## src/rtl/secded_pkg.sv

```systemverilog
package secded_pkg;

  localparam int DATA_W = 32;
  localparam int CHK_W  = 7;

  typedef enum logic [1:0] {
    CLS_NONE  = 2'd0,
    CLS_DATA1 = 2'd1,
    CLS_CHK1  = 2'd2,
    CLS_MULTI = 2'd3
  } errClass_t;

  // strobes from control to datapath
  typedef struct packed {
    logic captureLog;
    logic abortResp;
  } dpStrobe_t;

  // Syndrome produced by a flip of data bit idx (bit 6 .. bit 0).
  function automatic logic [CHK_W-1:0] colCode(input int idx);
    logic [CHK_W-1:0] c;
    case (idx)
      0:  c = 7'h49;  1:  c = 7'h0E;  2:  c = 7'h07;  3:  c = 7'h16;
      4:  c = 7'h26;  5:  c = 7'h0B;  6:  c = 7'h46;  7:  c = 7'h1A;
      8:  c = 7'h13;  9:  c = 7'h23;  10: c = 7'h43;  11: c = 7'h0D;
      12: c = 7'h15;  13: c = 7'h25;  14: c = 7'h45;  15: c = 7'h19;
      16: c = 7'h2A;  17: c = 7'h29;  18: c = 7'h4A;  19: c = 7'h32;
      20: c = 7'h31;  21: c = 7'h52;  22: c = 7'h51;  23: c = 7'h62;
      24: c = 7'h61;  25: c = 7'h1C;  26: c = 7'h1F;  27: c = 7'h2C;
      28: c = 7'h79;  29: c = 7'h4C;  30: c = 7'h34;  31: c = 7'h54;
      default: c = '0;
    endcase
    return c;
  endfunction

  // Data bits covered by check bit row.
  function automatic logic [DATA_W-1:0] rowMask(input int row);
    logic [DATA_W-1:0] m;
    logic [CHK_W-1:0]  c;
    m = '0;
    for (int i = 0; i < DATA_W; i++) begin
      c    = colCode(i);
      m[i] = c[row];
    end
    return m;
  endfunction

  // Check-bit generator shared with the write path.
  function automatic logic [CHK_W-1:0] encodeCheck(input logic [DATA_W-1:0] d);
    logic [CHK_W-1:0] chk;
    for (int j = 0; j < CHK_W; j++) chk[j] = ^(d & rowMask(j));
    return chk;
  endfunction

endpackage

```

## src/rtl/ecc_rd_datapath.sv

```systemverilog
module ecc_rd_datapath
  import secded_pkg::*;
#(
  parameter int ADDR_W = 32
) (
  input  logic              clk,
  input  logic              rstN,
  input  logic              rdValid,
  input  logic [ADDR_W-1:0] rdAddr,
  input  logic [DATA_W-1:0] rdData,
  input  logic [CHK_W-1:0]  rdCheck,
  input  logic              corrEn,
  input  dpStrobe_t         strobe,
  output errClass_t         errClass,
  output logic              outValid,
  output logic [DATA_W-1:0] outData,
  output logic              outSbe,
  output logic              outMbe,
  output logic              outAbort,
  output logic [ADDR_W-1:0] logAddr,
  output logic [CHK_W-1:0]  logSyndrome
);

  logic [CHK_W-1:0]  syndrome;
  logic [DATA_W-1:0] colHit;
  logic [DATA_W-1:0] flipMask;
  logic              isSingle;

  // one parity tree per syndrome bit
  for (genvar j = 0; j < CHK_W; j++) begin : g_syn
    localparam logic [DATA_W-1:0] ROW = rowMask(j);
    assign syndrome[j] = (^(rdData & ROW)) ^ rdCheck[j];
  end

  // compare against every data column
  for (genvar i = 0; i < DATA_W; i++) begin : g_col
    localparam logic [CHK_W-1:0] COL = colCode(i);
    assign colHit[i] = (syndrome == COL);
  end

  always_comb begin
    if (syndrome == '0)        errClass = CLS_NONE;
    else if (|colHit)          errClass = CLS_DATA1;
    else if ($onehot(syndrome)) errClass = CLS_CHK1;
    else                       errClass = CLS_MULTI;
  end

  assign isSingle = (errClass == CLS_DATA1) || (errClass == CLS_CHK1);
  assign flipMask = (corrEn && errClass == CLS_DATA1) ? colHit : '0;

  always_ff @(posedge clk) begin
    if (!rstN) begin
      outValid <= 1'b0;
      outData  <= '0;
      outSbe   <= 1'b0;
      outMbe   <= 1'b0;
      outAbort <= 1'b0;
    end else begin
      outValid <= rdValid;
      if (rdValid) begin
        outData  <= strobe.abortResp ? '0 : (rdData ^ flipMask);
        outSbe   <= isSingle;
        outMbe   <= (errClass == CLS_MULTI);
        outAbort <= strobe.abortResp;
      end else begin
        outSbe   <= 1'b0;
        outMbe   <= 1'b0;
        outAbort <= 1'b0;
      end
    end
  end

  always_ff @(posedge clk) begin
    if (!rstN) begin
      logAddr     <= '0;
      logSyndrome <= '0;
    end else if (strobe.captureLog) begin
      logAddr     <= rdAddr;
      logSyndrome <= syndrome;
    end
  end

endmodule

```

## config.mk

```make
export PLATFORM = sky130hd
export DESIGN_NAME = ecc_rd_datapath
export DESIGN_NICKNAME = d
export VERILOG_FILES = /design/src/rtl/secded_pkg.sv /design/src/rtl/ecc_rd_datapath.sv
export SDC_FILE = /design/constraint.sdc
export NUM_CORES = 1
export LEC_CHECK = 0
export CAP_MARGIN = 20
export CORE_UTILIZATION = 45
export DETAILED_ROUTE_END_ITERATION = 16
export DONT_BUFFER_PORTS = 1
export HOLD_SLACK_MARGIN = 0.05
export PLACE_DENSITY_LB_ADDON = 0.05
export SYNTH_ARGS = -nofsm -noshare
export SYNTH_HDL_FRONTEND = slang
export SYNTH_SLANG_ARGS = --single-unit
```

## constraint.sdc

```tcl
create_clock -name clk -period 10.5 [get_ports clk]
set_input_delay 2.1 -clock clk [delete_from_list [all_inputs] [get_ports clk]]
set_output_delay 2.1 -clock clk [all_outputs]
set_load 0.01 [all_outputs]
```

==> summary.md, run 1 <==
| Metric | Value |
|---|---|
| Pins over their slew limit | 0 |
| DIE WIDTH | 106 um |
| Filler cells | a little over 1000 |
| Post-synthesis register bit count | 75 |
| WP data required | 8.40 ns |
| Internal power | between 0.7 and 0.8 mW |
| CP max stage cell | fa_1 |
| Clk_skew | 0 ns |
| Critical path capture point type | output port |
| WP buf/inv | 1 |
| Commonest cells in the netlist | dfxtp_1 (75), xnor2_1 (59), nor2b_1 (57) |
| Net Switching | about 0.57 mW |
| Postcts setup bufs | 0 |
| Routability cong. | 0.849 |
| Critical path type | input pin to output port |
| Share of layout cells above drive strength 1 | a little over 6% |
| Tmin final | 8.37 ns |
| Rows | 37 |
| Fmax | 119 MHz |
| CTS tree | done |
| Syn Std Cell Area | around 4900 um^2 |
| Hold buffers post-CTS | 0 |
| Seq pwr share | between 20% and 30% |
| Synth area leaders | dfxtp_1 (31%), xnor2_1 (11%), mux2i_1 (8.4%), nor2b_1 (7.3%), xnor3_1 (5.6%) |
| Asr flop ratio synth | 0% |
| Drt wl/cell | 19.8 um |
| Worst slew pin tran | 0.758 ns |
| Dominant synthesized flop cell | dfxtp_1 |
| Distinct cells, synth | 52 |
| Status | finished, final reports clean |
| DR pass1 iterations | 4 |
| I/O pin count | 154 |
| Clock power share | 18.2% |
| Critical path's most frequent cell | fa_1 |
| Syn. warnings | 0 |
| CP Max Fanout | 15 |
| Placed cell count | 615 |
| Final #Nets | 577 |
| Final setup fails | 0 |
| Starting Density | 46.7% |
| Critical path arrival | 6.27 ns |
| Clock Tree Root | clkbuf_8 |
| Die Ht | ~110 um |
| Total die area | 11200 um^2 |
| Switching Fraction | approximately 45% |
| Via density per instance | 5.41 |
| Vias in the first global route | roughly 3400 |
| Num CTS Buffers | 9 |
| Clock sinks | 75 |
| Avg Cell Area, Syn | 9.47 um^2 |
| Comb power frac | 55.7% |
| CP Launch Type | input pin |
| N_diodes | 0 |
| Final Worst Setup Slack | between 2 and 2.5 ns |
| Routed Antenna Nets | 0 |
| Post-cts resize count | 0 |
| HPWL after detailed placement | 9240 um |
| Sequential fraction of the synthesis area | 30.8% |
| Number of port buffers | 0 |
| Post-synth top area share | 30.8% |
| Pleak | 1.95 nW |
| Initial antenna violation count | 0 |
| Worst-path clk slew | ~0.08 ns |
| Total Routing Usage GR | 22.6% |
| Cells along the critical path | xnor3_1 > xnor3_1 > xnor2_2 > xnor2_2 > inv_1 > fa_1 > fa_1 > fa_1 > fa_1 > nor2_1 > nand2_1 > o21a_1 |
| GRT overflow | 0 |
| Post-synth EDFFs | 0 |
| Footprint of the multi-input gates | approximately 3200 um^2 |
| Total wire length | 12500 um |
| Area of the core region | 10400 um^2 |
| DR vias | 3415 |
| Min-delay worst type | flip-flop to flip-flop |
| Syn Inst Count | 514 |
| Final setup TNS | 0 ns |
| Max cap viols | 0 |
| Slew HR | 49.2% |
| Total power | 1.28 mW |
| Syn nets | approximately 600 |
| Maximum root-to-sink buffer count | 2 |
| Post-synth top area cell | dfxtp_1 |
| Place WS | 2.14 ns |
| First-pass GRT wire length | 19200 um |
| Most frequent cell after synthesis | dfxtp_1 |
| DRT iter0 DRCs | 180 |
| Hold Vio Cnt, Final | 0 |
| VDD IR max | 0.000323 V |
| Post-route insts no fill | 631 |
| Register area | 1500 um^2 |
| Residual DRC | 0 |
| Critical path's top delay family | adder cells |
| Delay of the slowest cell on the worst path | approximately 0.63 ns |
| Unrepaired setup endpoints after global routing | false |
| Power density cells | approximately 250 nW/um^2 |
| Clock latency on the worst-skew pair | between 0.3 and 0.4 ns |
| Final worst-path cycle share | 79.7% |
| Synth-to-Final Area Change | 4.94% |
| Largest net degree at the start of global routing | 75 |
| Htree depth | 3 |
-- tightest hold or removal path: cells and delay by family (launching register included) --
kind             cells  cell delay [ns]
AO/OA/AOI/OAI        1             0.05
flip-flops           1             0.34
AND/OR/NAND/NOR      1             0.08
-- state kept, by name, summed over array words and instances, names as in the netlist --
register,cells
logAddr,32
logSyndrome,7
outAbort,1
outData,32
outMbe,1
outSbe,1
outValid,1
-- path summary, 6_finish.rpt --
check	start	to	slack, ns	depth (start not counted)
worst max register to register	outData[8]$_SDFFE_PN0P_	outData[8]$_SDFFE_PN0P_	9.73	2
worst min-delay path	outData[1]$_SDFFE_PN0P_	outData[1]$_SDFFE_PN0P_	0.51	2
worst min register to register	outData[1]$_SDFFE_PN0P_	outData[1]$_SDFFE_PN0P_	0.51	2
worst max-delay path	rdData[1]	errClass[0]	2.13	12
-- kinds of logic after synthesis --
kind of cell / share of synthesized area (%)
compound gates: 8.35
xor+xnor: 22.2
fa+ha+maj: 3.19
buf+inv: 3.60
flops: 30.8
mux: 8.43
simple gates: 23.4
-- through the flow --
step,hold slack [ns],cell area (um^2),utilization (%)
after CTS,0.513,5110,49.0
after detailed placement,0.502,4900,47.0
final,0.511,5110,49.0
after floorplan,0.489,4870,-
after global placement,0.505,4900,47.0
after global routing,0.525,5110,49.0
-- final cells by class --
cell class	instances	area share, %
multi-input combinational	396	62.5
sequential	75	29.4
tap	136	3.33
clock buffer	11	2.96
clock inverter	5	1.18
inverter	7	0.514
timing repair buffer	1	0.147
-- power by group through the flow --
stage	combinational (mW)	sequential, mW	clock [mW]
2_1_floorplan	0.586	0.334	0
3_3_place_gp	0.706	0.341	0
3_5_place_dp	0.708	0.340	0
4_1_cts	0.713	0.334	0.241
5_1_grt	0.807	0.336	0.252
6_report	0.712	0.333	0.233
-- placed cells by master (no fill, tap or decap), drive strengths merged, types with 2 or more instances in the layout --
cell type / synthesis / final
a21boi: 15 / 15
a21oi: 7 / 7
and2: 3 / 3
and3: 7 / 7
clkbuf: 26 / 11
clkinv: 0 / 2
dfxtp: 75 / 75
fa: 4 / 4
ha: 6 / 6
inv: 7 / 8
mux2i: 41 / 41
nand2: 15 / 15
nand2b: 20 / 20
nand3: 24 / 24
nand3b: 15 / 15
nand4: 4 / 4
nor2: 18 / 18
nor2b: 57 / 57
nor3: 5 / 5
nor3b: 15 / 15
o211a: 2 / 2
o211ai: 2 / 2
o21a: 16 / 16
o21ai: 5 / 5
or2: 2 / 2
or3: 4 / 4
xnor2: 63 / 63
xnor3: 13 / 13
xor2: 21 / 21
-- metal layers --
| layer | global-route usage, % | up-vias | part of all wire (%) |
|---|---|---|---|
| li1 | - | 1678 | - |
| met1 | 29.7 | 1613 | 44 |
| met2 | 35.8 | 112 | 46 |
| met3 | 6.99 | 12 | 9.0 |
| met4 | 6.25 | 0 | 1.1 |
| met5 | 0 | - | 0 |
Power figures use the tool's default switching activity.
==> inputs of run 2 (changes only) <==
Clock period 10.5 ns to 7.21 ns, I/O delays scaled along.
==> summary.md, run 2 (synthesis gave the netlist of run 1 again) <==
| Metric | Value |
|---|---|
| Final worst-path cycle share | 91.2% |
| Total die area | 11200 um^2 (unchanged) |
| Comb power frac | 58.2% (was 55.7%) |
| Drt wl/cell | 20.0 um (was 19.8 um) |
| Vias in the first global route | 3494 (was 3376) |
| Residual DRC | 0 (unchanged) |
| WP data required | 5.77 ns (was 8.40 ns) |
| Slew HR | 56.7% (was 49.2%) |
| VDD IR max | 0.000361 V (was 0.000323 V) |
| CTS tree | done (unchanged) |
| Rows | 37 (unchanged) |
| Crit. Startpoint | rdData[0] (was rdData[1]) |
| Clock sinks | 75 (unchanged) |
| DR vias | 3387 (was 3415) |
| Final #Nets | 583 (was 577) |
| Terminus of the critical flop-to-flop path | outData[29]$_SDFFE_PN0P_ (was outData[8]$_SDFFE_PN0P_) |
| R2r worst-path depth | 2 (unchanged) |
| I/O pin count | 154 (unchanged) |
| Critical path arrival | 5.13 ns (was 6.27 ns) |
| Clock latency on the worst-skew pair | 0.34 ns (about the same) |
| CP Launch Type | input pin (unchanged) |
| Tmin final | ~6.6 ns |
| Met3 Use GR | 6.56% (was 6.99%) |
| RR Startpoint | outData[29]$_SDFFE_PN0P_ (was outData[8]$_SDFFE_PN0P_) |
| Status | finished, final reports clean (unchanged) |
| Clock power share | 16.3% (was 18.2%) |
| Min-delay worst type | flip-flop to flip-flop (unchanged) |
| Grt peak-use layer | met2 (unchanged) |
| Num CTS Buffers | 9 (unchanged) |
| Power density cells | 371 nW/um^2 (was 250 nW/um^2) |
| Worst-path clk slew | 0.08 ns (about the same) |
| Postcts setup bufs | 0 (unchanged) |
| Critical path capture point type | output port (unchanged) |
| Area of the core region | 10400 um^2 (unchanged) |
| Max cap viols | 0 (unchanged) |
| Met2 GRT Util | 37.9% (was 35.8%) |
| GR Util met1 | 30.1% (was 29.7%) |
| Critical path's top delay family | adder cells (unchanged) |
| Total Routing Usage GR | 23.2% (was 22.6%) |
| Post-cts resize count | 0 (unchanged) |
| Starting Density | 46.7% (unchanged) |
| Pleak | 1.96 nW (was 1.95 nW) |
| Routability cong. | 0.842 (was 0.849) |
| Final setup fails | 0 (unchanged) |
| Initial antenna violation count | 0 (unchanged) |
| Total wire length | 12700 um (was 12500 um) |
| Die Ht | 106 um (unchanged) |
| Critical path type | input pin to output port (unchanged) |
| Biggest regs | logAddr x32, outData x32, logSyndrome x7 (unchanged) |
| Most common cell after layout, fill and taps aside | dfxtp_1 (unchanged) |
| Maximum root-to-sink buffer count | 2 (unchanged) |
| Worst slew pin tran | 0.650 ns (was 0.758 ns) |
| Net Switching | 0.875 mW (was 0.571 mW) |
| Switching Fraction | 46.1% (was 44.7%) |
| N_diodes | 0 (unchanged) |
| GRT overflow | 0 (unchanged) |
| Most frequent cells in the layout | dfxtp_1 (75), xnor2_1 (59), nor2b_1 (57) (unchanged) |
| WP depth | 13 (was 12) |
| Final hold slack | 0.528 ns (was 0.511 ns) |
| WP buf/inv | 1 (unchanged) |
| Via density per instance | 5.32 (was 5.41) |
| CP Max Fanout | 4 (was 15) |
| Number of port buffers | 0 (unchanged) |
| DRT iter0 DRCs | 210 (was 180) |
| Setup slack, reg-to-reg | 6.44 ns (was 9.73 ns) |
| Delay of the slowest cell on the worst path | 0.54 ns (was 0.63 ns) |
| Seq pwr share | 25.5% (was 26.1%) |
| First-pass GRT wire length | 19800 um (was 19200 um) |
| DR pass1 iterations | 4 (unchanged) |
| Fin util | 49.2% (was 49.0%) |
| Hold Vio Cnt, Final | 0 (unchanged) |
| Crit path to | errClass[0] (unchanged) |
| Cells along the critical path | xnor2_1 > xnor2_1 > xnor2_1 > xnor2_1 > xor2_1 > inv_1 > fa_1 > fa_1 > fa_1 > fa_1 > nor2_1 > nand2_1 > o21a_1 (was xnor3_1 > xnor3_1 > xnor2_2 > xnor2_2 > inv_1 > fa_1 > fa_1 > fa_1 > fa_1 > nor2_1 > nand2_1 > o21a_1) |
| DIE WIDTH | 106 um (unchanged) |
| Share of layout cells above drive strength 1 | 7.19% (was 6.06%) |
| HPWL after detailed placement | 9490 um (was 9240 um) |
| Clk_skew | 0 ns (unchanged) |
| Htree depth | 3 (unchanged) |
| Clock Tree Root | clkbuf_8 (unchanged) |
| Filler cells | 1018 (was 1014) |
| Unrepaired setup endpoints after global routing | false (unchanged) |
| Pins over their slew limit | 0 (unchanged) |
| Fmax | 152 MHz |
| CP max stage cell | fa_1 (unchanged) |
| Hold buffers post-CTS | 0 (unchanged) |
| Internal power | 1.02 mW (was 0.707 mW) |
| Largest net degree at the start of global routing | 75 (unchanged) |
| Routed Antenna Nets | 0 (unchanged) |
| Total power | 1.90 mW (was 1.28 mW) |
| Synth-to-Final Area Change | 5.30% (was 4.94%) |
| Final setup TNS | 0 ns (unchanged) |
[run 2: cell types whose count changed in the layout (fill, tap and decap cells not counted)]
| cell | change |
|---|---|
| buf_4 | +6 |
| bufinv_16 | -1 |
| clkbuf_8 | -2 |
| clkinv_4 | -1 |
| clkinvlp_4 | +1 |
| inv_6 | +1 |
| inv_8 | +2 |
[run 2: tightest hold or removal path, delay by kind of cell, from the launching register on]
kind,cells,cell delay [ns]
flip-flops,1,0.35
AND/OR/NAND/NOR,1,0.09
AO/OA/AOI/OAI,1,0.05
[run 2: how the worst min path moves through the flow]
stage,start,endpoint,slack [ns],cells past startpoint
final,outData[1]$_SDFFE_PN0P_,outData[1]$_SDFFE_PN0P_,0.53,2
after global routing,outData[6]$_SDFFE_PN0P_,outData[6]$_SDFFE_PN0P_,0.56,2
after CTS,outData[0]$_SDFFE_PN0P_,outData[0]$_SDFFE_PN0P_,0.53,2
after detailed placement,outData[0]$_SDFFE_PN0P_,outData[0]$_SDFFE_PN0P_,0.52,2
after global placement,outData[0]$_SDFFE_PN0P_,outData[0]$_SDFFE_PN0P_,0.51,2
after floorplan,outData[18]$_SDFFE_PN0P_,outData[18]$_SDFFE_PN0P_,0.49,2
[run 2: per-layer routing]
metal	routed length, um	up-vias
li1	-	1685
met1	5720	1580
met2	6080	111
met3	802	11
met4	126	0
met5	0	-
[run 2: power by group through the flow]
stage               Sequential (mW)  Combinational, mW  Clock [mW]
floorplan                     0.487              0.853           0
global placement              0.496               1.09           0
detailed placement            0.496               1.10           0
CTS                           0.487               1.11       0.323
global route                  0.490               1.23       0.342
finish                        0.485               1.11       0.309
[run 2: through the flow]
| step | instances | setup WS (ns) | cell area, um^2 |
|---|---|---|---|
| global route | 637 | 0.466 | 5120 |
| finish | 637 | 0.636 | 5120 |
| detailed placement | 621 | 0.472 | 4940 |
| floorplan | 514 | 0.569 | 4870 |
| CTS | 637 | 0.649 | 5120 |
| global placement | 621 | 0.557 | 4940 |
[run 2: final cells by class]
cell class / count / area, um^2 / area share (%)
Clock inverter: 7 / 60.1 / 1.17
Clock buffer: 9 / 124 / 2.42
Tap cell: 136 / 170 / 3.32
Inverter: 7 / 26.3 / 0.513
Sequential cell: 75 / 1500 / 29.3
Multi-Input combinational cell: 396 / 3190 / 62.3
Timing Repair Buffer: 7 / 52.6 / 1.03
==> inputs of run 3 (changes only) <==
Settings changed: CELL_PAD_IN_SITES_DETAIL_PLACEMENT set to 1, CELL_PAD_IN_SITES_GLOBAL_PLACEMENT set to 1, CORE_UTILIZATION 45 to 43.
==> summary.md, run 3 (synthesis gave the netlist of run 1 again) <==
| Metric | Value |
|---|---|
| First-pass GRT wire length | 20600 um (was 19800 um) |
| Final hold slack | 0.517 ns (was 0.528 ns) |
| Slew HR | 50.7% (was 56.7%) |
| Critical path's most frequent cell | fa_1 |
| Pins over their slew limit | 0 (unchanged) |
| DR pass1 iterations | 4 (unchanged) |
| Total wire length | 13500 um (was 12700 um) |
| N_diodes | 0 (unchanged) |
| Worst Hold Launch | outData[14]$_SDFFE_PN0P_ (was outData[1]$_SDFFE_PN0P_) |
| Num CTS Buffers | 9 (unchanged) |
| Hold buffers post-CTS | 0 (unchanged) |
| Fmax | 153 MHz (was 152 MHz) |
| Seq pwr share | 23.3% (was 25.5%) |
| Number of port buffers | 0 (unchanged) |
| Comb power frac | 52.5% (was 58.2%) |
| Delay of the slowest cell on the worst path | 0.53 ns (was 0.54 ns) |
| Largest net degree at the start of global routing | 75 (unchanged) |
| Total power | 2.08 mW (was 1.90 mW) |
| Via density per instance | 5.51 (was 5.32) |
| Worst hold endpoint | outData[14]$_SDFFE_PN0P_ (was outData[1]$_SDFFE_PN0P_) |
| Cells along the critical path | xnor3_1 > xnor3_1 > xnor2_2 > xnor2_2 > inv_1 > fa_1 > fa_1 > fa_1 > fa_1 > nor2_1 > nand2_1 > o21a_1 (was xnor2_1 > xnor2_1 > xnor2_1 > xnor2_1 > xor2_1 > inv_1 > fa_1 > fa_1 > fa_1 > fa_1 > nor2_1 > nand2_1 > o21a_1) |
| R2r worst-path depth | 2 (unchanged) |
| Starting Density | 44.5% (was 46.7%) |
| Synth-to-Final Area Change | 8.30% (was 5.30%) |
| Share of layout cells above drive strength 1 | 7.00% (was 7.19%) |
| Internal power | 1.19 mW (was 1.02 mW) |
| I/O pin count | 154 (unchanged) |
| Rows | 38 (was 37) |
| Hold Vio Cnt, Final | 0 (unchanged) |
| CP max stage cell | fa_1 (unchanged) |
| Final #Nets | 582 (was 583) |
| CP Launch Type | input pin (unchanged) |
| Final Cell Area | 5270 um^2 (was 5120 um^2) |
| Drt wl/cell | 21.0 um (was 20.0 um) |
| Net Switching | 0.894 mW (was 0.875 mW) |
| Routability cong. | 0.873 (was 0.842) |
| CP Max Fanout | 4 (unchanged) |
| Unrepaired setup endpoints after global routing | false (unchanged) |
| Worst-path clk slew | 0.06 ns (was 0.08 ns) |
| Worst slew pin tran | 0.735 ns (was 0.650 ns) |
| Switching Fraction | 42.9% (was 46.1%) |
| Max cap viols | 0 (unchanged) |
| Post-cts resize count | 0 (unchanged) |
| Final setup TNS | 0 ns (unchanged) |
| Final setup fails | 0 (unchanged) |
| Total die area | 11700 um^2 (was 11200 um^2) |
| Most common cell after layout, fill and taps aside | dfxtp_1 (unchanged) |
| Pleak | 2.02 nW (was 1.96 nW) |
| Postcts setup bufs | 0 (unchanged) |
| Biggest regs | logAddr x32, outData x32, logSyndrome x7 (unchanged) |
| Power density cells | 395 nW/um^2 (was 371 nW/um^2) |
| Setup slack, reg-to-reg | 6.44 ns (about the same) |
| HPWL after detailed placement | 10000 um (was 9490 um) |
| Maximum root-to-sink buffer count | 2 (unchanged) |
| Final worst-path cycle share | 90.8% (was 91.2%) |
| Initial antenna violation count | 0 (unchanged) |
| Clock Tree Root | clkbuf_16 (was clkbuf_8) |
| DRT iter0 DRCs | 187 (was 210) |
| DIE WIDTH | 108 um (was 106 um) |
| Hold Path Stages | 2 (unchanged) |
| Critical path capture point type | output port (unchanged) |
| Tmin final | 6.54 ns (was 6.57 ns) |
| Clock sinks | 75 (unchanged) |
| DR vias | 3525 (was 3387) |
| CTS tree | done (unchanged) |
| Clock latency on the worst-skew pair | 0.33 ns (was 0.34 ns) |
| Status | finished, final reports clean (unchanged) |
| Crit. Startpoint | rdData[1] (was rdData[0]) |
| WP data required | 5.77 ns (about the same) |
| Total Routing Usage GR | 23.5% (was 23.2%) |
| GRT overflow | 0 (unchanged) |
| Vias in the first global route | 3660 (was 3494) |
| Clock power share | 24.1% (was 16.3%) |
| Placement Cell Area | 4940 um^2 (about the same) |
| Min-delay worst type | flip-flop to flip-flop (unchanged) |
| RR Startpoint | outData[27]$_SDFFE_PN0P_ (was outData[29]$_SDFFE_PN0P_) |
| Die Ht | 108 um (was 106 um) |
| Residual DRC | 0 (unchanged) |
| Critical path type | input pin to output port (unchanged) |
| VDD IR max | 0.000313 V (was 0.000361 V) |
| Fin util | 48.2% (was 49.2%) |
| Clk_skew | 0 ns (unchanged) |
| Area of the core region | 10900 um^2 (was 10400 um^2) |
| Routed Antenna Nets | 0 (unchanged) |
| Critical path arrival | 5.10 ns (was 5.13 ns) |
| Most frequent cells in the layout | dfxtp_1 (75), xnor2_1 (59), nor2b_1 (57) (unchanged) |
| Terminus of the critical flop-to-flop path | outData[27]$_SDFFE_PN0P_ (was outData[29]$_SDFFE_PN0P_) |
| Htree depth | 3 (unchanged) |
## run 3: cell types whose count changed in the layout (fill, tap and decap cells not counted)
cell        previous run  this run
clkinv_2               1         0
buf_4                  7         6
bufinv_16              0         2
clkbuf_16              0         9
clkinvlp_4             2         1
clkbuf_8               9         0
## run 3: per-stage QoR
step           instances  setup WS (ns)
2_1_floorplan        514          0.569
3_3_place_gp         624          0.507
3_5_place_dp         624          0.386
4_1_cts              640          0.630
5_1_grt              640          0.403
6_report             640          0.665
## run 3: power groups by stage
stage               Sequential (mW)  Clock [mW]  Combinational (mW)
CTS                           0.488       0.519                1.10
finish                        0.486       0.502                1.09
global route                  0.491       0.532                1.21
detailed placement            0.496           0                1.10
floorplan                     0.487           0               0.853
global placement              0.497           0                1.06
## run 3: final cells by class
cell class,count,area (um^2)
clock inverters,7,108
well taps,140,175
repair buffers,6,45.0
inverters,7,26.3
flip-flops and latches,75,1500
clock buffers,9,225
multi-input cells,396,3190
fillers,1221,5660
## run 3: worst max-delay path by stage
stage	slack (ns)	endpoint	depth (start not counted)
after floorplan	0.57	outData[21]$_SDFFE_PN0P_	22
after global placement	0.51	outData[19]$_SDFFE_PN0P_	20
after detailed placement	0.39	outData[21]$_SDFFE_PN0P_	21
after CTS	0.63	errClass[0]	13
after global routing	0.40	outData[18]$_SDFFE_PN0P_	21
final	0.67	errClass[0]	12
## run 3: layer usage
metal	part of all wire [%]	wire [um]	track usage (%)
met5	0	0	0
met3	7.1	950	6.69
met1	42	5690	29.8
met4	1.7	227	6.56
met2	49	6600	38.8
## run 3: critical path: cells and delay by family
family | cells | cell delay, ns
adder cells (fa/ha/maj) | 4 | 1.84
XOR/XNOR | 4 | 1.29
AO/OA/AOI/OAI | 1 | 0.25
AND/OR/NAND/NOR | 2 | 0.17
buffers and inverters | 1 | 0.10
